<file path="src/rtl/cor_pkg.sv">
package cor_pkg;
   // Width needed to hold a count from 0 to w inclusive
   function automatic int count_width(input int w);
      return $clog2(w + 1);
   endfunction

   // Above this window width the mismatch counter is built from two halves
   localparam int SPLIT_LIMIT = 8;
endpackage

</file>
<file path="src/rtl/cor_window.sv">
module cor_window #(
   parameter int PAT_W = 8,
   localparam int FW = cor_pkg::count_width(PAT_W)
) (
   input  logic             clk,
   input  logic             rst_n,
   input  logic             bit_in,
   input  logic             bit_vld,
   input  logic             search_en,
   output logic [PAT_W-1:0] win_q,
   output logic [PAT_W-1:0] win_nxt,
   output logic             full_q,
   output logic             full_nxt
);
   logic [FW-1:0] fill_q;

   // Window contents after this edge; newest bit lands in bit 0
   always_comb begin
      win_nxt = win_q;
      if (bit_vld) win_nxt = {win_q[PAT_W-2:0], bit_in};
   end

   always_ff @(posedge clk or negedge rst_n) begin
      if (!rst_n) win_q <= '0;
      else        win_q <= win_nxt;
   end

   // The fill count restarts whenever search is off
   always_ff @(posedge clk or negedge rst_n) begin
      if (!rst_n)                                   fill_q <= '0;
      else if (!search_en)                          fill_q <= '0;
      else if (bit_vld && fill_q != FW'(PAT_W))     fill_q <= fill_q + 1'b1;
   end

   assign full_q   = (fill_q == FW'(PAT_W));
   assign full_nxt = search_en && bit_vld && (fill_q >= FW'(PAT_W - 1));

   AST_WIN_HOLD: assert property (@(posedge clk) disable iff (!rst_n)
      !bit_vld |=> $stable(win_q));
endmodule

</file>
<file path="src/rtl/cor_mismatch.sv">
module cor_mismatch #(
   parameter int PAT_W = 8,
   localparam int CW = cor_pkg::count_width(PAT_W)
) (
   input  logic [PAT_W-1:0] word_a,
   input  logic [PAT_W-1:0] word_b,
   output logic [CW-1:0]    count
);
   logic [PAT_W-1:0] diff;
   assign diff = word_a ^ word_b;

   if (PAT_W <= cor_pkg::SPLIT_LIMIT) begin : g_flat
      always_comb begin
         count = '0;
         for (int i = 0; i < PAT_W; i++) count = count + CW'(diff[i]);
      end
   end else begin : g_halves
      localparam int LO_W = PAT_W / 2;
      localparam int HI_W = PAT_W - LO_W;
      logic [CW-1:0] cnt_lo, cnt_hi;
      always_comb begin
         cnt_lo = '0;
         for (int i = 0; i < LO_W; i++) cnt_lo = cnt_lo + CW'(diff[i]);
      end
      always_comb begin
         cnt_hi = '0;
         for (int i = 0; i < HI_W; i++) cnt_hi = cnt_hi + CW'(diff[LO_W+i]);
      end
      assign count = cnt_lo + cnt_hi;
   end
endmodule

</file>
<file path="src/rtl/cor_peak.sv">
module cor_peak #(
   parameter int CW = 4
) (
   input  logic          clk,
   input  logic          rst_n,
   input  logic          search_en,
   input  logic          bit_vld,
   input  logic          full_q,
   input  logic          full_nxt,
   input  logic [CW-1:0] score_cur,
   input  logic [CW-1:0] score_nxt,
   input  logic [CW-1:0] thr_q,
   output logic          sync_q
);
   logic cand_q;
   logic cand_d;
   logic peak_d;

   // The window entering now is no worse than the one it replaces
   assign cand_d = full_nxt && (score_nxt <= thr_q) &&
                   (!full_q || (score_nxt <= score_cur));
   // The previous candidate is confirmed as a peak when the score gets worse
   assign peak_d = cand_q && (score_nxt > score_cur);

   always_ff @(posedge clk or negedge rst_n) begin
      if (!rst_n) begin
         cand_q <= 1'b0;
         sync_q <= 1'b0;
      end else if (!search_en) begin
         cand_q <= 1'b0;
         sync_q <= 1'b0;
      end else if (bit_vld) begin
         cand_q <= cand_d;
         sync_q <= peak_d;
      end else begin
         sync_q <= 1'b0;
      end
   end

   AST_PULSE_ON_BIT: assert property (@(posedge clk) disable iff (!rst_n)
      sync_q |-> $past(bit_vld));
   AST_NO_BACK_TO_BACK: assert property (@(posedge clk) disable iff (!rst_n)
      sync_q |=> !sync_q);
   AST_QUIET_WHEN_OFF: assert property (@(posedge clk) disable iff (!rst_n)
      sync_q |-> $past(search_en));
endmodule

</file>
<file path="src/rtl/sync_correlator.sv">
module sync_correlator #(
   parameter int PAT_W = 8,
   localparam int CW = cor_pkg::count_width(PAT_W)
) (
   input  logic                 clk,
   input  logic                 rst_n,
   input  logic                 bit_in,
   input  logic                 bit_vld,
   input  logic [PAT_W-1:0]     ref_word,
   input  logic [CW-1:0]        max_err,
   input  logic                 search_en,
   output logic                 sync_pulse,
   output logic [CW-1:0]        miss_cnt,
   output logic signed [CW:0]   corr_val
);
   if (PAT_W < 2 || PAT_W > 64) begin : g_bad_width
      $error("sync_correlator: PAT_W must lie between 2 and 64");
   end

   logic [PAT_W-1:0] ref_q;
   logic [CW-1:0]    thr_q;
   logic [PAT_W-1:0] win_q, win_nxt;
   logic             full_q, full_nxt;
   logic [CW-1:0]    score_cur, score_nxt;

   always_ff @(posedge clk or negedge rst_n) begin
      if (!rst_n) begin
         ref_q <= '0;
         thr_q <= '0;
      end else begin
         ref_q <= ref_word;
         thr_q <= max_err;
      end
   end

   cor_window #(.PAT_W(PAT_W)) u_win (
      .clk(clk), .rst_n(rst_n), .bit_in(bit_in), .bit_vld(bit_vld),
      .search_en(search_en), .win_q(win_q), .win_nxt(win_nxt),
      .full_q(full_q), .full_nxt(full_nxt));

   cor_mismatch #(.PAT_W(PAT_W)) u_cnt_cur (
      .word_a(win_q), .word_b(ref_q), .count(score_cur));

   cor_mismatch #(.PAT_W(PAT_W)) u_cnt_nxt (
      .word_a(win_nxt), .word_b(ref_q), .count(score_nxt));

   cor_peak #(.CW(CW)) u_peak (
      .clk(clk), .rst_n(rst_n), .search_en(search_en), .bit_vld(bit_vld),
      .full_q(full_q), .full_nxt(full_nxt), .score_cur(score_cur),
      .score_nxt(score_nxt), .thr_q(thr_q), .sync_q(sync_pulse));

   localparam logic [CW:0] FULL_SCALE = (CW+1)'(PAT_W);

   assign miss_cnt = score_cur;
   assign corr_val = $signed(FULL_SCALE - {score_cur, 1'b0});

   AST_SCORE_RANGE: assert property (@(posedge clk) disable iff (!rst_n)
      miss_cnt <= CW'(PAT_W));
   AST_PULSE_AFTER_FILL: assert property (@(posedge clk) disable iff (!rst_n)
      sync_pulse |-> $past(full_q));
   AST_EXACT_PEAK: assert property (@(posedge clk) disable iff (!rst_n)
      (sync_pulse && $past(thr_q) == '0) |-> $past(score_cur) == '0);
endmodule

</file>
<file path="config.mk">
export PLATFORM = sky130hd
export DESIGN_NAME = sync_correlator
export DESIGN_NICKNAME = d
export VERILOG_FILES = /design/src/rtl/cor_pkg.sv /design/src/rtl/cor_window.sv /design/src/rtl/cor_mismatch.sv /design/src/rtl/cor_peak.sv /design/src/rtl/sync_correlator.sv
export SDC_FILE = /design/constraint.sdc
export NUM_CORES = 1
export LEC_CHECK = 0
export BUFFER_PORTS_ARGS = -buffer_cell sky130_fd_sc_hd__buf_2
export CORE_ASPECT_RATIO = 0.8
export CORE_MARGIN = 10
export CORE_UTILIZATION = 35
export CTS_CLUSTER_DIAMETER = 120
export DETAILED_ROUTE_END_ITERATION = 10
export SETUP_SLACK_MARGIN = 0.4
export SLEW_MARGIN = 10
export SYNTH_ARGS = -nofsm -noshare
export SYNTH_HDL_FRONTEND = slang
export SYNTH_HIERARCHICAL = 1
export SYNTH_SLANG_ARGS = --single-unit
</file>
<file path="constraint.sdc">
create_clock -name clk -period 5.2 [get_ports clk]
set_clock_uncertainty 0.2 [all_clocks]
set_input_delay 0.78 -clock clk [delete_from_list [all_inputs] [get_ports clk]]
set_output_delay 0.78 -clock clk [all_outputs]
set_load 0.01 [all_outputs]
</file>
==> flow_summary.toml <==
[yosys]
synth_seq_cells = 26
yosysSeqAreaShare_pct = 38.8
synth_top_family_by_area = "adder cells"
synth_compound_area_share_pct = 5.83
synthXorXnorAreaFrac_pct = 11.0
ys_types = 28
syn_area_per_cell_um2 = 11.2
muxShareOfSynthArea_pct = 7.24
synthSimpleGateAreaFrac_pct = 7.24
yosysWarnings = 6
syn_inst = 150
synth.cell_area_um2 = 1680
synth_fp_nets = 192
synth_fa_ha_area_share_pct = 22.3

[global_routing]
grt.overflow.total = 0
track_usage_pct = 8.38
grt_max_degree = 27
grt_pass1_wl_um = 5510
first_global_vias = 1179
antenna_found_initial = 0

[cts]
cts_tree = "done"
clk_latency_ns = 0.27
cts_buffers = 3
path_clk_slew_ns = 0.09
cts_buffer_depth = 2
cts_sinks = 26
root_buffer = "clkbuf_8"
htreeDepth = 1

[timing]
max_freq_mhz = 207
finalSetupTns_ns = 0
final.min_clock_period_ns = 4.82
slew_headroom_pct = 59.8
min_period_over_period_pct = 92.7
worst_pin_slew_ns = 0.602
setup_violations = 0
maxSlewViolCount = 0
hold_viol_final = 0
rsz0062_at_grt = "yes"

[route]
avgRoutedWirePerCell_um = 13.5
drt_iter0_drc = 47
wirelength_um = 3310
vias = 1067
via_per_inst = 4.37
first_pass_iters = 3
ant_nets = 0
route.detailed.drc = 0

[placed_design]
port_buffers = 25
gp_congestion = 0.798
dp_hpwl_um = 2490

[floorplan]
core-area_um2 = 4600
die_w_um = 97.4
fp-row-count = 22
fp.dieArea_um2 = 7970
start_util_pct = 36.4
dieHeight_um = 81.9
io_pins = 27

[setup_path]
cp_slowest_cell = "fa_1"
crit_chain = "xnor2_2 > fa_1 > inv_2 > fa_1 > inv_1 > fa_1 > inv_1 > ha_2 > inv_2 > fa_2 > inv_2 > buf_6 > o21ai_2 > xnor2_1 > buf_2"
path_max_fanout = 2
critPathCaptureType = "primary output"
critPathMaxStageDelay_ns = 0.56
arrival_ns = 3.84
critical_path_class = "reg2out"
cp-start-kind = "register"
cp.required_ns = 4.22

[cells_and_area]
final_common_cell = "dfrtp_1"
antennaDiodeCount = 0
fin_nets = 227
final_cell_mix = "dfrtp_1 (26), buf_2 (22), inv_1 (21)"
fillers = 438
areaGrowthSynthToFinish_pct = 25.2
drive_gt1_share_pct = 38.0

[min_path]
hold_path_class = "in2async"

[run_status]
status = "complete, no violations"

[job]
drv_cap = 0
## flip-flops by register name, indices dropped and copies added, names as in the netlist
register and count:
ref_q 8, u_win/win_q 8, thr_q 4, u_win/fill_q 4, u_peak/cand_q 1, u_peak/sync_q 1
## what timing repair did
| action | 4_1_cts | 5_1_grt |
|---|---|---|
| buffers inserted | 6 | 1 |
| resized for setup | 8 | 15 |
| hold buffers | 0 | 0 |
| pin swaps | 9 | 11 |
| setup endpoints to repair | 4 | 7 |
## cell families (layout without fill, tap and decap cells)
| group | count (synthesis) | after routing |
|---|---|---|
| compound gates | 13 | 13 |
| xor+xnor | 21 | 21 |
| fa+ha+maj | 25 | 25 |
| buf+inv | 30 | 64 |
| flops | 26 | 26 |
| mux | 11 | 11 |
| other cells | 1 | 1 |
| simple gates | 23 | 23 |
## Yosys cell counts, drive strengths merged
cell type | count | area (um^2)
nor2 | 3 | 11.3
a211oi | 1 | 12.5
a21oi | 6 | 33.8
nand2 | 10 | 37.5
o211ai | 1 | 12.5
mux2 | 9 | 101
o211a | 1 | 10.0
xor2 | 7 | 61.3
o21a | 1 | 7.51
and3 | 1 | 6.26
nor2b | 3 | 26.3
fa | 8 | 160
a21boi | 1 | 7.51
ha | 17 | 213
or3b | 1 | 8.76
and2 | 1 | 6.26
buf | 3 | 22.5
dfrtp | 26 | 651
nand2b | 1 | 6.26
o21ai | 2 | 13.8
mux2i | 2 | 20.0
conb | 1 | 3.75
inv | 27 | 101
xnor2 | 14 | 123
nand4 | 3 | 18.8
## critical path, delay by kind of cell (launching register included)
family                     cells  cell delay (ns)
xor gates and xnor gates       2             0.27
AOI/OAI and AO/OA              1             0.11
buffers and inverters          7             0.52
adders and majority gates      5             2.24
DFF                            1             0.42
## final timing paths
kind | startpoint | end | slack (ns) | depth (start not counted)
setup / recovery | ref_q[0]$_DFF_PN0_ | corr_val[4] | 0.38 | 15
hold / removal | rst_n | ref_q[1]$_DFF_PN0_ | 0.30 | 1
setup reg to reg | u_win/win_q[0]$_DFF_PN0_ | u_peak/sync_q$_DFF_PN0_ | 0.72 | 18
hold reg to reg | u_peak/cand_q$_DFFE_PN0P_ | u_peak/sync_q$_DFF_PN0_ | 0.34 | 1
max in group asynchronous | rst_n | u_win/win_q[3]$_DFF_PN0_ | 4.11 | 1
min in group clk | u_peak/cand_q$_DFFE_PN0P_ | u_peak/sync_q$_DFF_PN0_ | 0.34 | 1
## cell type report
class | instances | area (um^2) | area share, %
inverter | 27 | 101 | 4.83
timing repair buffer | 33 | 204 | 9.73
tap | 60 | 75.1 | 3.58
sequential | 26 | 651 | 31.0
clock buffer | 4 | 55.1 | 2.63
multi-input combinational | 94 | 1010 | 48.2
## stage by stage
stage          std cells  hold slack (ns)  setup slack (ns)  util (%)  area (um^2)
6_report             244            0.305             0.377      45.6         2100
5_1_grt              244            0.348             0.204      45.6         2100
4_1_cts              243            0.326             0.376      44.0         2020
3_5_place_dp         233            0.309             0.202      41.1         1890
3_3_place_gp         233            0.324             0.231      41.1         1890
2_1_floorplan        150            0.280             0.416         -         1710
## per-layer routing
metal,vias to the layer above,wire length (um),GRT usage (%)
met5,-,0,0
met4,0,7,2.17
met3,2,122,2.18
met2,16,1440,12.9
met1,509,1740,11.5
li1,540,-,-
Power is not shown: default switching activity piles up to over one toggle a cycle in this logic, so the estimate is an artifact.
